## src/rtl/txEpPkg.sv

```systemverilog
package txEpPkg;

  // command byte layout
  localparam int CMD_W      = 6;
  localparam int CMD_ARM    = 0;
  localparam int CMD_TOGGLE = 1;
  localparam int CMD_FLUSH  = 2;
  localparam int CMD_DEAF   = 3;
  localparam int CMD_WARN_LO = 4;

  typedef enum logic [1:0] {
    ST_FILL   = 2'd0,
    ST_WAIT   = 2'd1,
    ST_SEND   = 2'd2,
    ST_RESULT = 2'd3
  } epState_t;

  // strobes from control to datapath
  typedef struct packed {
    logic push;
    logic pop;
    logic markStart;
    logic rewind;
    logic clear;
  } dpStrobe_t;

endpackage

```

## src/rtl/txEpDatapath.sv

```systemverilog
module txEpDatapath
  import txEpPkg::*;
#(
  parameter int DEPTH = 16,
  localparam int PTR_W = $clog2(DEPTH),
  localparam int CNT_W = PTR_W + 1
) (
  input  logic             clk,
  input  logic             rstN,
  input  dpStrobe_t        strobe,
  input  logic [7:0]       wrByte,
  output logic [7:0]       rdByte,
  output logic [CNT_W-1:0] count,
  output logic             empty,
  output logic             full
);

  logic [7:0]       mem [DEPTH];
  logic [CNT_W-1:0] wrPtr;
  logic [CNT_W-1:0] rdPtr;
  logic [CNT_W-1:0] startPtr;

  always_ff @(posedge clk) begin
    if (strobe.push && !strobe.clear) begin
      mem[wrPtr[PTR_W-1:0]] <= wrByte;
    end
  end

  always_ff @(posedge clk) begin
    if (!rstN || strobe.clear) begin
      wrPtr    <= '0;
      rdPtr    <= '0;
      startPtr <= '0;
    end else begin
      if (strobe.push) begin
        wrPtr <= wrPtr + CNT_W'(1);
      end
      if (strobe.rewind) begin
        rdPtr <= startPtr;
      end else if (strobe.pop) begin
        rdPtr <= rdPtr + CNT_W'(1);
      end
      if (strobe.markStart) begin
        startPtr <= rdPtr;
      end
    end
  end

  assign count  = wrPtr - rdPtr;
  assign empty  = (count == '0);
  assign full   = (count == CNT_W'(DEPTH));
  assign rdByte = mem[rdPtr[PTR_W-1:0]];

endmodule

```

## src/rtl/txEpControl.sv

```systemverilog
module txEpControl
  import txEpPkg::*;
#(
  parameter int DEPTH = 16,
  localparam int CNT_W = $clog2(DEPTH) + 1,
  localparam int STEP  = DEPTH / 8
) (
  input  logic             clk,
  input  logic             rstN,
  input  logic             dataWrEn,
  input  logic             cmdWrEn,
  input  logic [CMD_W-1:0] cmdWrByte,
  input  logic             doneClr,
  input  logic             inToken,
  input  logic             ackIn,
  input  logic             timeoutIn,
  input  logic             txReady,
  input  logic [CNT_W-1:0] count,
  input  logic             empty,
  input  logic             full,
  output dpStrobe_t        strobe,
  output logic             txValid,
  output logic             txLast,
  output logic             pktStart,
  output logic [CNT_W-1:0] pktLen,
  output logic             pktToggle,
  output logic             nakOut,
  output logic             warnOut,
  output logic             armed,
  output logic             done
);

  epState_t         state, stateNext;
  logic             toggleBit, deafBit;
  logic [1:0]       warnSel;
  logic             doneQ, nakQ, pktStartQ, pktToggleQ;
  logic [CNT_W-1:0] pktLenQ;
  logic             flushReq, armReq, accept, nakReq, ackSeen;
  logic [CNT_W-1:0] warnLimit;

  assign flushReq = cmdWrEn && cmdWrByte[CMD_FLUSH];
  assign armReq   = cmdWrEn && cmdWrByte[CMD_ARM];
  assign accept   = (state == ST_WAIT) && inToken && !deafBit && !flushReq;
  assign nakReq   = (state == ST_FILL) && inToken && !deafBit;
  assign ackSeen  = (state == ST_RESULT) && ackIn;

  assign txValid = (state == ST_SEND) && !empty;
  assign txLast  = txValid && (count == CNT_W'(1));

  always_comb begin
    stateNext        = state;
    strobe           = '0;
    strobe.push      = dataWrEn && (state == ST_FILL) && !full;
    strobe.pop       = txValid && txReady;
    case (state)
      ST_FILL: begin
        if (armReq) begin
          stateNext        = ST_WAIT;
          strobe.markStart = 1'b1;
        end
      end
      ST_WAIT: begin
        if (accept) stateNext = ST_SEND;
      end
      ST_SEND: begin
        if (empty) stateNext = ST_RESULT;
      end
      ST_RESULT: begin
        if (ackIn) begin
          stateNext    = ST_FILL;
          strobe.clear = 1'b1;
        end else if (timeoutIn) begin
          stateNext     = ST_WAIT;
          strobe.rewind = 1'b1;
        end
      end
      default: stateNext = ST_FILL;
    endcase
    if (flushReq) begin
      strobe.clear     = 1'b1;
      strobe.markStart = 1'b0;
      strobe.rewind    = 1'b0;
      stateNext        = armReq ? ST_WAIT : ST_FILL;
    end
  end

  always_ff @(posedge clk) begin
    if (!rstN) begin
      state      <= ST_FILL;
      toggleBit  <= 1'b0;
      deafBit    <= 1'b0;
      warnSel    <= 2'd0;
      doneQ      <= 1'b0;
      nakQ       <= 1'b0;
      pktStartQ  <= 1'b0;
      pktToggleQ <= 1'b0;
      pktLenQ    <= '0;
    end else begin
      state     <= stateNext;
      nakQ      <= nakReq;
      pktStartQ <= accept;
      if (accept) begin
        pktLenQ    <= count;
        pktToggleQ <= toggleBit;
      end
      if (cmdWrEn) begin
        toggleBit <= cmdWrByte[CMD_TOGGLE];
        deafBit   <= cmdWrByte[CMD_DEAF];
        warnSel   <= cmdWrByte[CMD_WARN_LO +: 2];
      end
      if (ackSeen) begin
        doneQ <= 1'b1;
      end else if (doneClr) begin
        doneQ <= 1'b0;
      end
    end
  end

  assign warnLimit = CNT_W'({1'b0, warnSel} + 3'd1) * CNT_W'(STEP);
  assign warnOut   = (count <= warnLimit);

  assign pktStart  = pktStartQ;
  assign pktLen    = pktLenQ;
  assign pktToggle = pktToggleQ;
  assign nakOut    = nakQ;
  assign armed     = (state != ST_FILL);
  assign done      = doneQ;

endmodule

```

## src/rtl/txEndpointFifo.sv

```systemverilog
module txEndpointFifo
  import txEpPkg::*;
#(
  parameter int DEPTH = 16,
  localparam int CNT_W = $clog2(DEPTH) + 1
) (
  input  logic             clk,
  input  logic             rstN,
  input  logic             dataWrEn,
  input  logic [7:0]       dataWrByte,
  input  logic             cmdWrEn,
  input  logic [CMD_W-1:0] cmdWrByte,
  input  logic             doneClr,
  input  logic             inToken,
  input  logic             ackIn,
  input  logic             timeoutIn,
  input  logic             txReady,
  output logic             txValid,
  output logic [7:0]       txData,
  output logic             txLast,
  output logic             pktStart,
  output logic [CNT_W-1:0] pktLen,
  output logic             pktToggle,
  output logic             nakOut,
  output logic [CNT_W-1:0] fifoCount,
  output logic             fifoEmpty,
  output logic             fifoFull,
  output logic             warnOut,
  output logic             armedOut,
  output logic             doneOut
);

  dpStrobe_t strobe;

  txEpDatapath #(.DEPTH(DEPTH)) uData (
    .clk    (clk),
    .rstN   (rstN),
    .strobe (strobe),
    .wrByte (dataWrByte),
    .rdByte (txData),
    .count  (fifoCount),
    .empty  (fifoEmpty),
    .full   (fifoFull)
  );

  txEpControl #(.DEPTH(DEPTH)) uCtrl (
    .clk       (clk),
    .rstN      (rstN),
    .dataWrEn  (dataWrEn),
    .cmdWrEn   (cmdWrEn),
    .cmdWrByte (cmdWrByte),
    .doneClr   (doneClr),
    .inToken   (inToken),
    .ackIn     (ackIn),
    .timeoutIn (timeoutIn),
    .txReady   (txReady),
    .count     (fifoCount),
    .empty     (fifoEmpty),
    .full      (fifoFull),
    .strobe    (strobe),
    .txValid   (txValid),
    .txLast    (txLast),
    .pktStart  (pktStart),
    .pktLen    (pktLen),
    .pktToggle (pktToggle),
    .nakOut    (nakOut),
    .warnOut   (warnOut),
    .armed     (armedOut),
    .done      (doneOut)
  );

endmodule

```

## config.mk

```make
export PLATFORM = sky130hd
export DESIGN_NAME = txEndpointFifo
export DESIGN_NICKNAME = d
export VERILOG_FILES = /design/src/rtl/txEpPkg.sv /design/src/rtl/txEpDatapath.sv /design/src/rtl/txEpControl.sv /design/src/rtl/txEndpointFifo.sv
export SDC_FILE = /design/constraint.sdc
export NUM_CORES = 1
export LEC_CHECK = 0
export CORE_UTILIZATION = 40
export DETAILED_ROUTE_END_ITERATION = 16
export MAX_ROUTING_LAYER = met4
export PLACE_DENSITY = 0.61
export SYNTH_ARGS = -nofsm -noshare
export SYNTH_HDL_FRONTEND = slang
export SYNTH_SLANG_ARGS = --single-unit
```

## constraint.sdc

```tcl
create_clock -name clk -period 4.3 [get_ports clk]
set_input_delay 0.86 -clock clk [delete_from_list [all_inputs] [get_ports clk]]
set_output_delay 0.86 -clock clk [all_outputs]
set_load 0.02 [all_outputs]
```

==> results.py <==
metrics = {
    "clocking": {
        "ctsHoldBuffers": 0,
        "htreeDepth": 4,
        "cts_made_buffers": 17,
        "cts_sinks": 162,
        "clkLatencyLatePin_ns": 0.42,
        "cts_tree": "done",
        "clkTransAtPathRegs_ns": 0.07,
        "cts.path.max_buffers": 2,
        "root_buffer": "clkbuf_16",
    },
    "routing": {
        "drt_wl_total_microns": 13700,
        "vias": 3754,
        "vias_per_cell": 5.17,
        "drtPass1Iterations": 4,
        "wire_per_inst_microns": 18.9,
        "route.detailed.drc": 0,
        "drtIter0Drc": 159,
        "antenna_left": 0,
    },
    "synthesis": {
        "netlist.area_leader.share_pct": 56.6,
        "post_synth_main_area_contributors": "edfxtp_1 57%, mux4_2 13%, dfxtp_1 10%",
        "yosysTopAreaCell": "edfxtp_1",
        "yosys_warnings": 0,
        "ys_ff_latch": 162,
        "synth_edf_count": 128,
        "yosys-top-cells-count": "128 x edfxtp_1, 40 x mux4_2, 34 x dfxtp_1, 30 x nor2_1, 27 x nand2_1",
        "ys_types": 47,
        "syn_inst": 415,
        "async_flop_share_pct": 0,
        "yosysMostFrequentCell": "edfxtp_1",
        "synth.net_count": 457,
        "syn_area_per_cell_sq_um": 16.4,
        "synth-main-ff-cell": "edfxtp_1",
        "synth.yosys.seq_area_share_pct": 66.6,
        "netlist_area_sq_um": 6800,
    },
    "setup_path": {
        "crit_start": "uData.wrPtr[0]$_SDFFE_PP0P_",
        "cp.required_ns": 3.44,
        "crit_path_end_kind": "primary output",
        "critPathTopFamily": "buffers and inverters",
        "critPathSlowestCell": "clkdlybuf4s50_1",
        "cp_num_buf_inv": 3,
        "crit_fanout": 6,
        "path_cells": "inv_1, ha_1, fa_1, nand2b_1, a21oi_1, xor2_2, buf_4, a21boi_4, and3_1, clkdlybuf4s50_1",
        "critPathArrivalTime_ns": 3.26,
        "critical_path_class": "flop to primary output",
        "cpPeakStageDelay_ns": 0.60,
        "r2r-start": "uData.wrPtr[0]$_SDFFE_PP0P_",
        "cp-start-kind": "flop",
    },
    "floorplan": {
        "die_h_microns": 132,
        "die_x_microns": 132,
        "initial_core_util_pct": 41.0,
        "coreArea_sq_um": 16600,
        "num_io_pins": 51,
        "dieArea_sq_um": 17500,
        "std_cell_rows": 47,
    },
    "placed_design": {
        "gp_congestion": 0.860,
        "dp.final_hpwl_microns": 9280,
        "dpl_cell_area_sq_um": 7670,
        "port_buffers": 50,
    },
    "run_status": {
        "status": "finished clean",
    },
    "grt": {
        "grt_pass1_wl_microns": 21700,
        "use_met1_pct": 21.5,
        "gr-usage-met3_pct": 4.15,
        "antenna_found_initial": 0,
        "globalRouteTotalUtil_pct": 17.4,
        "grt_max_degree": 33,
        "grt_overflow": 0,
        "grt_pass1_vias": 3862,
        "gr-usage-met2_pct": 28.1,
        "busiest_layer": "met2",
    },
    "timing": {
        "min_period_ns": 4.12,
        "post-route-period-util_pct": 95.9,
        "final-max-slew-violation-count": 0,
        "relSlewSlack_pct": 43.6,
        "fin_skew_ns": 0.0102,
        "holdWs_ns": 0.470,
        "worst_pin_slew_ns": 0.844,
        "finalSetupViolations": 0,
        "fmax_mhz": 243,
        "finalHoldViolCount": 0,
    },
    "cells_and_area": {
        "final_cell_area_sq_um": 8280,
        "n_antenna_cell": 0,
        "num-fill-cells": 1434,
        "fin_nets": 535,
        "syn_to_final_growth_pct": 21.9,
        "multiInputGateArea_sq_um": 2150,
        "drive_gt1_share_pct": 20.4,
        "seqCellArea_sq_um": 4530,
    },
    "job": {
        "drv_cap": 0,
    },
    "power": {
        "p_leak_nw": 2.82,
        "ir_drop_mv": 0.289,
        "power_density_nw_per_um2": 411,
    },
    "worst_hold_path": {
        "worstHoldPathType": "flop to flop",
        "min_from": "uCtrl.pktLen[3]$_SDFFE_PN0P_",
    },
}
## worst paths after layout
| check | to | cells past startpoint | slack, ns |
|---|---|---|---|
| hold reg to reg | uCtrl.pktLen[3]$_SDFFE_PN0P_ | 2 | 0.47 |
| setup / recovery | txLast | 10 | 0.18 |
| hold / removal | uCtrl.pktLen[3]$_SDFFE_PN0P_ | 2 | 0.47 |
| setup reg to reg | uData.mem[10][7]$_DFFE_PP_ | 12 | 1.00 |
## final cells by class
class / count / share of cell area, %
Clock buffer: 18 / 5.18
Multi-Input combinational cell: 218 / 25.9
Inverter: 19 / 0.861
Clock inverter: 14 / 1.56
Timing Repair Buffer: 75 / 8.49
Sequential cell: 162 / 54.7
Tap cell: 220 / 3.32
## state kept, by name (all words and copies together), names as in the netlist, 2 cells and up, named ones only
name            cells
uData.mem         128
uCtrl.pktLen        5
uData.rdPtr         5
uData.startPtr      5
uData.wrPtr         5
uCtrl.state         2
uCtrl.warnSel       2
## metal layers
metal,part of all wire [%],up-vias
li1,-,1756
met3,4.0,15
met2,50,91
met4,1.3,0
met5,0,-
met1,45,1892
## stage by stage
step	utilization, %	power (mW)	TNS, ns	cells	worst slack (ns)
finish	49.9	3.40	0	726	0.177
global route	49.9	3.52	-0.00397	726	-0.00397
CTS	49.6	3.43	0	721	0.0134
detailed placement	46.3	2.01	0	689	0.489
global placement	46.3	2.00	0	689	0.555
floorplan	-	1.89	0	415	0.982
## tightest hold or removal path: stages (launching register included)
cell	delay, ns
dfxtp_1	0.31
nand2_1	0.05
a21boi_0	0.06
## cells by family (layout without fill, tap and decap cells)
| logic type | Yosys count | in the layout | synth area share (%) |
|---|---|---|---|
| flops | 162 | 162 | 66.6 |
| simple gates | 102 | 102 | 7.22 |
| mux | 48 | 48 | 14.6 |
| compound gates | 40 | 40 | 4.60 |
| buf+inv | 35 | 126 | 1.99 |
| fa+ha+maj | 19 | 19 | 3.61 |
| xor+xnor | 9 | 9 | 1.38 |
## cell usage in the layout (no fill, tap or decap), drive strengths merged, types with 2 or more instances in the layout
cell type      instances
xnor2                  5
xor2                   4
a21o                   2
nor2b                  6
and2                   3
clkinvlp               4
a21boi                 6
nand3                  9
nand2b                 4
mux4                  40
nor3                   6
o311ai                 2
o211ai                 2
clkbuf                18
inv                   24
mux2i                  8
a211o                  2
nor2                  30
a21oi                 10
nand2                 27
ha                    18
clkdlybuf4s50         49
dfxtp                 34
or3b                   2
o21ai                  5
o211a                  2
buf                   25
a211oi                 5
clkinv                 4
nand3b                 2
nand4                  2
edfxtp               128
and3                   6
## repair_timing
action,CTS,global route
setup endpoints to repair,0,3
buffers inserted,0,5
resized for setup,0,3
endpoints found under the hold margin,0,0
## power by group
part / switching [mW] / internal (mW)
combinational: 0.144 / 0.115
clock: 0.616 / 0.803
sequential: 0.0115 / 1.71
total: 0.771 / 2.63
Power figures use the tool's default switching activity.
